--- src/rtl/usb_irq_pkg.sv ---
package usb_irq_pkg;
    localparam int FLAG_W = 8;
    localparam int B_BRST  = 7;
    localparam int B_EP1F  = 6;
    localparam int B_EP2TR = 5;
    localparam int B_EP2E  = 4;
    localparam int B_SETUP = 3;
    localparam int B_E0OTS = 2;
    localparam int B_E0ITR = 1;
    localparam int B_E0ITS = 0;
    localparam logic [FLAG_W-1:0] STATUS_MASK = (1 << B_EP1F) | (1 << B_EP2E);
    typedef enum logic [0:0] {EP2_IDLE = 1'b0, EP2_NAK = 1'b1} ep2_state_e;
endpackage

--- src/rtl/usb_ep2_nak_fsm.sv ---
module usb_ep2_nak_fsm
    import usb_irq_pkg::*;
(
    input  logic clk_i,
    input  logic rst_ni,
    input  logic in_tok_i,
    input  logic data_rdy_i,
    input  logic armed_i,
    output logic tr_set_o,
    output logic nak_o
);
    ep2_state_e state_q, state_d;

    always_ff @(posedge clk_i) begin
        if (!rst_ni) state_q <= EP2_IDLE;
        else         state_q <= state_d;
    end

    always_comb begin
        state_d  = state_q;
        tr_set_o = 1'b0;
        unique case (state_q)
            EP2_IDLE: if (in_tok_i && !data_rdy_i && !armed_i) begin
                state_d  = EP2_NAK;
                tr_set_o = 1'b1;
            end
            EP2_NAK: if (armed_i) state_d = EP2_IDLE;
            default: state_d = EP2_IDLE;
        endcase
    end

    always_comb nak_o = (state_q == EP2_NAK);

    AST_NAK_DROP: assert property (@(posedge clk_i) disable iff (!rst_ni)
        armed_i |=> !nak_o);
    AST_NAK_RISE: assert property (@(posedge clk_i) disable iff (!rst_ni)
        tr_set_o |=> nak_o);
endmodule

--- src/rtl/usb_flag_bank.sv ---
module usb_flag_bank
    import usb_irq_pkg::*;
(
    input  logic              clk_i,
    input  logic              rst_ni,
    input  logic [FLAG_W-1:0] set_i,
    input  logic              wr_en_i,
    input  logic [FLAG_W-1:0] wr_data_i,
    output logic [FLAG_W-1:0] latched_o
);
    logic [FLAG_W-1:0] q;

    for (genvar b = 0; b < FLAG_W; b++) begin : g_bit
        if (STATUS_MASK[b]) begin : g_status
            always_comb q[b] = 1'b0;
        end else begin : g_latch
            always_ff @(posedge clk_i) begin
                if (!rst_ni)       q[b] <= 1'b0;
                else if (set_i[b]) q[b] <= 1'b1;
                else if (wr_en_i && !wr_data_i[b]) q[b] <= 1'b0;
            end
        end
    end

    assign latched_o = q;

    AST_SET_WINS: assert property (@(posedge clk_i) disable iff (!rst_ni)
        |(set_i & ~STATUS_MASK) |=> ((latched_o & $past(set_i) & ~STATUS_MASK) == ($past(set_i) & ~STATUS_MASK)));
    AST_KEEP_ONES: assert property (@(posedge clk_i) disable iff (!rst_ni)
        (wr_en_i && set_i == '0) |=> (latched_o == ($past(latched_o) & $past(wr_data_i) & ~STATUS_MASK)));
endmodule

--- src/rtl/usb_irq_flags.sv ---
module usb_irq_flags
    import usb_irq_pkg::*;
(
    input  logic              clk_i,
    input  logic              rst_ni,
    input  logic              bus_rst_i,
    input  logic              setup_i,
    input  logic              ep0_out_done_i,
    input  logic              ep0_in_req_i,
    input  logic              ep0_in_done_i,
    input  logic              ep2_in_tok_i,
    input  logic              ep2_data_rdy_i,
    input  logic              ep2_armed_i,
    input  logic              ep1_full_i,
    input  logic              ep2_empty_i,
    input  logic              wr_en_i,
    input  logic [FLAG_W-1:0] wr_data_i,
    input  logic [FLAG_W-1:0] irq_en_i,
    output logic [FLAG_W-1:0] flags_o,
    output logic              irq_o,
    output logic              ep2_nak_o
);
    logic              ep2_tr_set;
    logic [FLAG_W-1:0] set_vec;
    logic [FLAG_W-1:0] latched;
    logic [FLAG_W-1:0] status;
    logic              irq_q;

    usb_ep2_nak_fsm u_ep2 (
        .clk_i      (clk_i),
        .rst_ni     (rst_ni),
        .in_tok_i   (ep2_in_tok_i),
        .data_rdy_i (ep2_data_rdy_i),
        .armed_i    (ep2_armed_i),
        .tr_set_o   (ep2_tr_set),
        .nak_o      (ep2_nak_o)
    );

    always_comb begin
        set_vec          = '0;
        set_vec[B_BRST]  = bus_rst_i;
        set_vec[B_EP2TR] = ep2_tr_set;
        set_vec[B_SETUP] = setup_i;
        set_vec[B_E0OTS] = ep0_out_done_i;
        set_vec[B_E0ITR] = ep0_in_req_i;
        set_vec[B_E0ITS] = ep0_in_done_i;
        status           = '0;
        status[B_EP1F]   = ep1_full_i;
        status[B_EP2E]   = ep2_empty_i;
    end

    usb_flag_bank u_bank (
        .clk_i     (clk_i),
        .rst_ni    (rst_ni),
        .set_i     (set_vec),
        .wr_en_i   (wr_en_i),
        .wr_data_i (wr_data_i),
        .latched_o (latched)
    );

    assign flags_o = latched | status;

    always_ff @(posedge clk_i) begin
        if (!rst_ni) irq_q <= 1'b0;
        else         irq_q <= |(flags_o & irq_en_i);
    end
    assign irq_o = irq_q;

    AST_STATUS_LIVE: assert property (@(posedge clk_i) disable iff (!rst_ni)
        flags_o[B_EP1F] == ep1_full_i && flags_o[B_EP2E] == ep2_empty_i);
    AST_IRQ_FOLLOW: assert property (@(posedge clk_i) disable iff (!rst_ni)
        ((flags_o & irq_en_i) == '0) |=> !irq_o);
    AST_SET_SEEN: assert property (@(posedge clk_i) disable iff (!rst_ni)
        bus_rst_i |=> flags_o[B_BRST]);
endmodule

--- config.mk ---
export PLATFORM = sky130hd
export DESIGN_NAME = usb_irq_flags
export DESIGN_NICKNAME = d
export VERILOG_FILES = /design/src/rtl/usb_irq_pkg.sv /design/src/rtl/usb_ep2_nak_fsm.sv /design/src/rtl/usb_flag_bank.sv /design/src/rtl/usb_irq_flags.sv
export SDC_FILE = /design/constraint.sdc
export NUM_CORES = 1
export LEC_CHECK = 0
export ABC_AREA = 1
export ABC_CLOCK_PERIOD_IN_PS = 800
export BUFFER_PORTS_ARGS = -buffer_cell sky130_fd_sc_hd__buf_2
export CAP_MARGIN = 15
export CORE_AREA = 2 2 39 41
export DETAILED_ROUTE_END_ITERATION = 10
export DIE_AREA = 0 0 41 43
export GPL_ROUTABILITY_DRIVEN = 0
export HOLD_SLACK_MARGIN = 0.03
export PLACE_DENSITY = 0.78
export SETUP_SLACK_MARGIN = 0.05
export SLEW_MARGIN = 20
export SYNTH_ARGS = -nofsm -noshare
export SYNTH_HDL_FRONTEND = slang
export SYNTH_SLANG_ARGS = --single-unit
--- constraint.sdc ---
create_clock -name clk_i -period 0.8 [get_ports clk_i]
set_clock_uncertainty 0.1 [all_clocks]
set_input_delay 0.12 -clock clk_i [delete_from_list [all_inputs] [get_ports clk_i]]
set_output_delay 0.12 -clock clk_i [all_outputs]
set_load 0.01 [all_outputs]
==> results of run 1 <==
[tightest hold or removal path: cells and delay by family]
family                 cells  cell delay (ns)
AO/OA/AOI/OAI              1             0.05
buffers and inverters      2             0.13
[power breakdown]
part / switching (mW) / internal [mW] / total, mW
Clock: 0.123 / 0.171 / 0.294
Combinational: 0.0829 / 0.116 / 0.198
Sequential: 0.0199 / 0.431 / 0.451
[repair_timing]
item | 4_1_cts | 5_1_grt
gates resized for setup | 7 | 6
endpoints found under the hold margin | 6 | 4
setup endpoints to repair | 11 | 16
pin swaps | 4 | 7
[per-layer routing]
layer / wire, um / track usage / vias to the layer above
met5: 0 / 0 / -
met4: 8 / 0.0800 / 0
met3: 64 / 0.0785 / 2
met2: 476 / 0.203 / 18
met1: 332 / 0.120 / 183
li1: - / - / 229
[sequential cells by signal (all words and copies together), names as in the netlist]
signal,count
u_bank.latched_o,6
irq_o,1
u_ep2.nak_o,1
[cell families after synthesis]
family,after synthesis,share of synthesized area
and+or+nand+nor,17,0.191
AOI/OAI and AO/OA,14,0.206
buffers and inverters,10,0.132
DFF,8,0.471
[worst paths after layout]
| path | start | end | slack (ns) |
|---|---|---|---|
| setup reg to reg | u_bank.latched_o[2] | irq_o | -0.02 |
| hold / removal | ep0_in_req_i | u_bank.latched_o[1] | -0.004 |
| setup / recovery | u_bank.latched_o[0] | flags_o[0] | -0.11 |
| hold reg to reg | u_bank.latched_o[2] | u_bank.latched_o[2] | 0.37 |
[layout make-up]
type / count / area [sq um] / area share
repair buffers: 36 / 224 / 0.371
flip-flops and latches: 8 / 169 / 0.280
multi-input cells: 31 / 139 / 0.230
inverters: 8 / 30.0 / 0.0497
clock buffers: 3 / 22.5 / 0.0373
well taps: 16 / 20.0 / 0.0331
[cell usage after synthesis (all sizes together)]
cell type,n
a21oi,8
dfxtp,8
buf,2
o21ai,6
nand2,13
nor2,3
nand3,1
inv,8
[per-stage QoR]
step	TNS [ns]	std cells	setup WS (ns)	power, mW	cell area, sq um
2_1_floorplan	0	49	0.0225	0.531	349
3_3_place_gp	-0.00871	99	-0.00871	0.622	534
3_5_place_dp	-0.0114	99	-0.0114	0.627	534
4_1_cts	-1.01	102	-0.124	0.963	601
5_1_grt	-1.38	102	-0.158	1.03	604
6_report	-0.837	102	-0.112	0.943	604
==> flow_summary_export.csv, run 1 <==
group,metric,value,unit
cts,cts_root_buf,"clkbuf_4",
timing,slew_violations,0,
global_route,grt_pass1_wl,1.44,mm
finish,layout_commonest_cell,"buf_2",
worst_setup_path,path_buf_inv,1,
run_status,status,"complete, but fails checks",
routing,drt-pass1-iter-count,3,
worst_setup_path,critical_path_class,"register to primary output",
yosys,synth.distinct_cells,10,
routing,antenna_left,0,
min_path,min_path_type,"primary input to register",
finish,n_fill_cell,153,
die,start_util,0.246,
worst_setup_path,worst-path-stages,1,
worst_setup_path,crit_required,0.58,ns
cts,cts-buffers-inserted,3,
yosys,syn_avg_cell_area,6.95,sq um
pwr,power_leakage,0.340,nW
global_route,grt_max_degree,9,
routing,wl_per_cell,8.65,um
finish,mostFrequentLayoutCells,"29 x buf_2, 13 x nand2_1, 8 x a21oi_1",
yosys,yosysTopAreaCellShare,0.471,
die,pin_count,39,
yosys,syn-num-nets,78,
worst_setup_path,cp.arrival,0.69,ns
worst_setup_path,startpoint_type,"register",
worst_setup_path,critical_path.endpoint_type,"primary output",
global_route,grt_pass1_vias,397,
timing,final-setup-viol-count,10,
finish,antenna_cells,0,
worst_setup_path,crit_chain,"buf_6",
die,die_y,43,um
min_path,hold_depth,3,
finish,utilization,0.437,
run_status,violations,"negative hold slack, negative setup slack",
run,maxCapViolCount,0,
die,fp.coreArea,0.00138,sq mm
finish,final_net_count,117,
die,die-area,0.00176,sq mm
cts,h-tree-depth,1,
routing,vias,432,
routing,drc,0,
timing,relSlewSlack,0.827,
worst_setup_path,cpMaxStageDelayCell,"dfxtp_2",
routing,avgViaCountPerCell,4.24,
global_route,grt-ovfl-total,0,
pwr,power.ir.vdd_worst,0.000600,V
timing,rsz0062_at_grt,"yes",
global_route,antenna_found_initial,0,
worst_setup_path,critPathTopFamily,"flip-flops",
yosys,yosys.area.top_type,"dfxtp_1",
routing,drt_iter0_drc,3,
yosys,synth_area,340,sq um
yosys,synthTopCellsByArea,"dfxtp_1 47%, nand2_1 14%, a21oi_1 12%, inv_1 7.7%, o21ai_0 7.4%",
cts,cts.sinks,8,
finish,area_growth,77.6,%
timing,finalHoldViolations,2,
timing,timing.final.ws_setup,-0.112,ns
yosys,syn_inst,49,
yosys,ys_ff_latch,8,
cts,clk_latency,0.25,ns
global_route,grtUsageTotal,0.130,
die,fp.dieW,41,um
yosys,ys_seq_area_frac,0.471,
cts,cts_tree,"built",
worst_setup_path,max_stage_delay,0.34,ns
cts,cts_buffer_depth,2,
cts,path_clk_slew,0.05,ns
die,rows,14,
routing,routed_wl,882,um
timing,clock.fmax,1100,MHz
yosys,yosys_warnings,0,
pwr,powerDensity,1560,mW/mm^2
placement,dp_hpwl,722,um
timing,post-route-period-util,1.14,
cts,cts_setup_buffers,0,
timing,fin_crit,0.912,ns
worst_setup_path,cp_max_fo,3,
timing,timing.hold.ws,-0.00394,ns
worst_setup_path,reg2reg_depth,4,
finish,drive_gt1_frac,0.558,
timing,worstMarginPinSlew,0.259,ns
placement,portBuffers,36,
(Power assumes the default switching activity.)
==> run 2, diff against run 1 <==
- CORE_AREA: 2 2 39 41 -> default
- CORE_UTILIZATION: default -> 30
- DIE_AREA: 0 0 41 43 -> default
- PLACE_DENSITY: 0.78 -> 0.82
- SYNTH_HIERARCHICAL: default -> 1
==> run 2 against run 1 <==
  * The flow still finishes with violations (negative hold slack, negative setup slack)
  * Clock power increased by 7.8%
  * Clock-buffer cell count unchanged
  * Power up 14%
  * Die area fell by 11%
  * Critical path type unchanged
  * Critical endpoint unchanged
==> flow_summary_export.csv, run 2 <==
group,metric,value,unit
run_status,status,"complete, but fails checks",
run_status,violations,"negative hold slack, negative setup slack",
finish,antenna_cells,0,
die,fp.dieW,39.7,um
worst_setup_path,reg2reg_depth,6,
run,maxCapViolCount,0,
worst_setup_path,crit_chain,"buf_6 > buf_6",
routing,vias,551,
cts,cts_buffer_depth,2,
worst_setup_path,path_common_cell,"buf_6",
finish,area_growth,93.5,%
global_route,grtUsageTotal,0.168,
yosys,syn_inst,68,
placement,dp_hpwl,847,um
global_route,grt_max_degree,7,
yosys,syn_avg_cell_area,6.26,sq um
timing,post-route-period-util,1.27,
timing,timing.final.ws_setup,-0.214,ns
cts,cts-buffers-inserted,3,
finish,largest_reg_flops,6,
placement,preCtsSetupSlack,-0.0559,ns
routing,drc,0,
cts,path_clk_slew,0.06,ns
routing,antenna_left,0,
finish,final_net_count,146,
pwr,powerDensity,1310,mW/mm^2
worst_setup_path,r2r-end,"irq_o",
die,start_util,0.323,
finish,utilization,0.625,
routing,drt-pass1-iter-count,4,
cts,cts_tree,"built",
placement,post_dp_cell_area,662,sq um
worst_setup_path,cpMaxStageDelayCell,"dfxtp_2",
finish,layout_commonest_cell,"buf_2",
worst_setup_path,critical_path.endpoint_type,"primary output",
min_path,min_path_type,"primary input to register",
timing,clock.fmax,986,MHz
worst_setup_path,path_buf_inv,2,
cts,h-tree-depth,1,
min_path,hold_depth,3,
worst_setup_path,startpoint_type,"register",
die,pin_count,39,
timing,rsz0062_at_grt,"yes",
worst_setup_path,cp.arrival,0.79,ns
worst_setup_path,reg2reg_slack,-0.06,ns
finish,final_area,823,sq um
routing,routed_wl,1.27,mm
die,fp.coreArea,0.00132,sq mm
routing,avgViaCountPerCell,4.24,
timing,fin_crit,1.01,ns
finish,mostFrequentLayoutCells,"27 x buf_2, 19 x inv_1, 19 x nand2_1",
timing,timing.hold.ws,-0.00713,ns
min_path,holdPathEnd,"u_bank/latched_o[3]",
die,die-area,0.00157,sq mm
finish,multi_input_area,211,sq um
timing,final-setup-viol-count,11,
routing,wl_per_cell,9.75,um
worst_setup_path,max_stage_delay,0.32,ns
pwr,power_leakage,0.474,nW
timing,slew_violations,0,
worst_setup_path,cp_max_fo,2,
global_route,antenna_found_initial,0,
cts,clk_latency,0.25,ns
cts,cts_root_buf,"clkbuf_4",
placement,portBuffers,36,
global_route,grt_pass1_wl,1.70,mm
worst_setup_path,r2r_start,"u_bank/latched_o[3]",
die,rows,13,
worst_setup_path,crit_required,0.58,ns
yosys,synth_area,425,sq um
timing,finalHoldViolations,3,
min_path,hp-start,"setup_i",
finish,n_fill_cell,122,
finish,drive_gt1_frac,0.565,
global_route,grt-ovfl-total,0,
yosys,yosys_warnings,6,
die,die_y,39.7,um
worst_setup_path,critPathTopFamily,"flip-flops",
routing,drt_iter0_drc,6,
finish,regArea,169,sq um
worst_setup_path,critical_path_class,"register to primary output",
global_route,grt_pass1_vias,479,
timing,finalSetupTns,-1.64,ns
cts,cts.sinks,8,
pwr,power.ir.vdd_worst,0.000710,V
run 2: worst reg2reg max path: stages, from the launching register on:
cell	delay (ns)
dfxtp_2	0.33
nand2_1	0.06
nand2_1	0.04
inv_1	0.05
nand3_1	0.06
nor2_1	0.09
nor2_1	0.04
run 2: per-stage QoR:
step	hold WS, ns	std cells	power [mW]
global route	0.00764	130	1.14
detailed placement	0.263	124	0.678
CTS	-0.0145	129	1.06
global placement	0.258	124	0.672
finish	-0.00713	130	1.08
floorplan	0.132	69	0.551
run 2: final cells by class:
cell class              instances  share of cell area
inverters                      19              0.0866
well taps                      15              0.0228
multi-input cells              40               0.257
repair buffers                 45               0.401
clock buffers                   3              0.0274
flip-flops and latches          8               0.205
run 2: how the worst max path moves through the flow:
stage,start,end,slack (ns),depth (start not counted)
2_1_floorplan,u_bank/latched_o[5],irq_o,-0.04,6
5_1_grt,u_bank/latched_o[0],flags_o[0],-0.24,2
3_5_place_dp,u_ep2/nak_o,u_bank/latched_o[5],-0.06,5
4_1_cts,u_ep2/nak_o,ep2_nak_o,-0.22,2
6_report,u_bank/latched_o[0],flags_o[0],-0.21,2
3_3_place_gp,u_bank/latched_o[3],irq_o,-0.04,6
run 2: report_power, final:
group	internal [mW]	total, mW	switching [mW]
clock	0.172	0.317	0.145
sequential	0.430	0.446	0.0160
combinational	0.183	0.314	0.131
run 2: repair_timing:
action                                 in CTS  in global routing
setup endpoints to repair                  17                 17
gates resized for setup                    20                  8
buffers inserted                            2                  1
pin swaps                                   2                  3
endpoints found under the hold margin       7                  6
run 2: per-layer routing:
metal  share of wire  up-vias  track usage
li1                -      288            -
met1            0.38      244        0.142
met2            0.57       19        0.348
met3           0.048        0       0.0398
met4               0        0       0.0776
met5               0        -            0
==> run 3, diff against run 2 <==
==> constraint.sdc (replaced) <==
create_clock -name clk_i -period 0.8 [get_ports clk_i]
set_clock_uncertainty 0.1 [all_clocks]
set_input_delay 0.08 -clock clk_i [delete_from_list [all_inputs] [get_ports clk_i]]
set_output_delay 0.08 -clock clk_i [all_outputs]
set_load 0.01 [all_outputs]
==> run 3 against run 2 <==
  * Clock power decreased by 6.9%
  * Sequential power about the same
  * Via count fell by 3.8%
  * Non-clock buffer count down 2
  * Cell area decreased by 3.8%
  * Sequential share of layout area grew 0.81 points
  * The run still ends with negative hold slack, negative setup slack left
  * Final cell count shrank 1.5%
  * Fmax grew 4.8%
  * Utilization down 2.4 points
  * Sequential cell count stayed put
==> flow_summary_export.csv, run 3 (same netlist as run 2, synthesis figures left out) <==
group,metric,value,unit
worst_setup_path,worstSetupStartpoint,"u_bank/latched_o[0]",
routing,vias,530,
worst_setup_path,cp.arrival,0.79,ns
pwr,power.internal,0.772,mW
global_route,grt_pass1_wl,1.39,mm
finish,antenna_cells,0,
worst_setup_path,cp_max_fo,2,
cts,h-tree-depth,1,
global_route,grt_max_degree,7,
worst_setup_path,path_common_cell,"buf_6",
routing,wl_per_cell,8.46,um
die,start_util,0.323,
finish,area_growth,86.2,%
cts,cts_buffer_depth,2,
pwr,p_seq_frac,0.431,
die,pin_count,39,
pwr,p_switching,0.265,mW
routing,drc,0,
die,rows,13,
cts,cts.sinks,8,
routing,drt_iter0_drc,6,
finish,largest_reg_flops,6,
worst_setup_path,r2r_start,"u_ep2/nak_o",
run_status,status,"complete, but fails checks",
timing,timing.final.ws_setup,-0.168,ns
worst_setup_path,crit_required,0.62,ns
placement,portBuffers,36,
worst_setup_path,critPathTopFamily,"flip-flops",
finish,utilization,0.601,
cts,cts_root_buf,"clkbuf_4",
timing,finalSetupTns,-1.27,ns
timing,rsz0062_at_grt,"yes",
finish,layout_commonest_cell,"buf_2",
timing,final-setup-viol-count,11,
pwr,powerDensity,1310,mW/mm^2
min_path,hp-start,"rst_ni",
worst_setup_path,path_buf_inv,2,
finish,multi_input_area,208,sq um
finish,final_area,792,sq um
pwr,power.ir.vdd_worst,0.000758,V
timing,clock.fmax,1030,MHz
global_route,grtUsageTotal,0.147,
worst_setup_path,reg2reg_slack,-0.09,ns
routing,drt-pass1-iter-count,2,
worst_setup_path,crit_chain,"buf_6 > buf_6",
global_route,grt_pass1_vias,386,
worst_setup_path,critical_path.endpoint_type,"primary output",
die,die-area,0.00157,sq mm
cts,path_clk_slew,0.05,ns
routing,routed_wl,1.08,mm
placement,post_dp_cell_area,662,sq um
timing,slew_violations,0,
pwr,combPwrFrac,0.285,
cts,cts-buffers-inserted,3,
cts,clk_latency,0.25,ns
pwr,power_leakage,0.457,nW
timing,post-route-period-util,1.21,
finish,final_net_count,144,
worst_setup_path,startpoint_type,"register",
routing,antenna_left,0,
finish,regArea,169,sq um
pwr,swShare,0.255,
finish,n_fill_cell,136,
finish,mostFrequentLayoutCells,"29 x buf_2, 19 x inv_1, 17 x nand2_1",
die,fp.coreArea,0.00132,sq mm
die,die_y,39.7,um
pwr,total_power,1.04,mW
pwr,clkPwrFrac,0.284,
min_path,min_path_type,"primary input to register",
global_route,grt-ovfl-total,0,
timing,fin_crit,0.968,ns
cts,cts_tree,"built",
timing,finalHoldViolations,7,
worst_setup_path,critical_path_class,"register to primary output",
timing,timing.hold.ws,-0.0349,ns
run_status,violations,"negative hold slack, negative setup slack",
run,maxCapViolCount,0,
worst_setup_path,max_stage_delay,0.32,ns
global_route,antenna_found_initial,0,
routing,avgViaCountPerCell,4.14,
die,fp.dieW,39.7,um
placement,dp_hpwl,841,um
finish,drive_gt1_frac,0.566,
worst_setup_path,cpMaxStageDelayCell,"dfxtp_2",
-- run 3: cell count changes in the layout (fill, tap and decap cells not counted), sizes merged --
cell / delta
buf: -2
-- run 3: worst reg2reg max path, stage by stage, from the launching register on --
cell     delay (ns)
dfxtp_2        0.32
nor2_1         0.11
nand2_1        0.09
inv_1          0.06
inv_1          0.03
a21oi_1        0.10
-- run 3: routing by layer --
metal	up-vias	wire [um]	track usage
met5	-	0	0
met4	0	0	0.0948
met3	0	72	0.0909
met2	19	598	0.250
met1	227	412	0.124
li1	284	-	-
-- run 3: final timing paths --
| kind | cells after the start | to |
|---|---|---|
| worst max-delay path | 2 | flags_o[0] |
| worst min-delay path | 3 | u_ep2/nak_o |
| worst max register to register | 5 | u_bank/latched_o[5] |
| worst min register to register | 2 | u_bank/latched_o[3] |
-- run 3: repair_timing --
action / in CTS / in global routing
endpoints found under the setup margin: 15 / 15
endpoints found under the hold margin: 7 / 7
buffers inserted: 1 / 0
pin swaps: 2 / 2
resized for setup: 20 / 6
-- run 3: cell type report --
type,instances,share of cell area
Inverter,19,0.0900
Timing Repair Buffer,43,0.382
Multi-Input combinational cell,40,0.262
Clock buffer,3,0.0284
Sequential cell,8,0.213
Tap cell,15,0.0237
-- run 3: power by group through the flow --
stage / sequential, mW / clock (mW) / combinational [mW]
final: 0.446 / 0.295 / 0.296
after global routing: 0.449 / 0.330 / 0.329
after CTS: 0.446 / 0.311 / 0.282
after detailed placement: 0.447 / 0 / 0.231
after global placement: 0.446 / 0 / 0.226
after floorplan: 0.464 / 0 / 0.0867
-- run 3: metrics by stage --
| step | std cells | worst slack, ns |
|---|---|---|
| global placement | 124 | -0.0376 |
| CTS | 128 | -0.177 |
| detailed placement | 124 | -0.0616 |
| finish | 128 | -0.168 |
| global route | 128 | -0.201 |
| floorplan | 69 | -0.0362 |
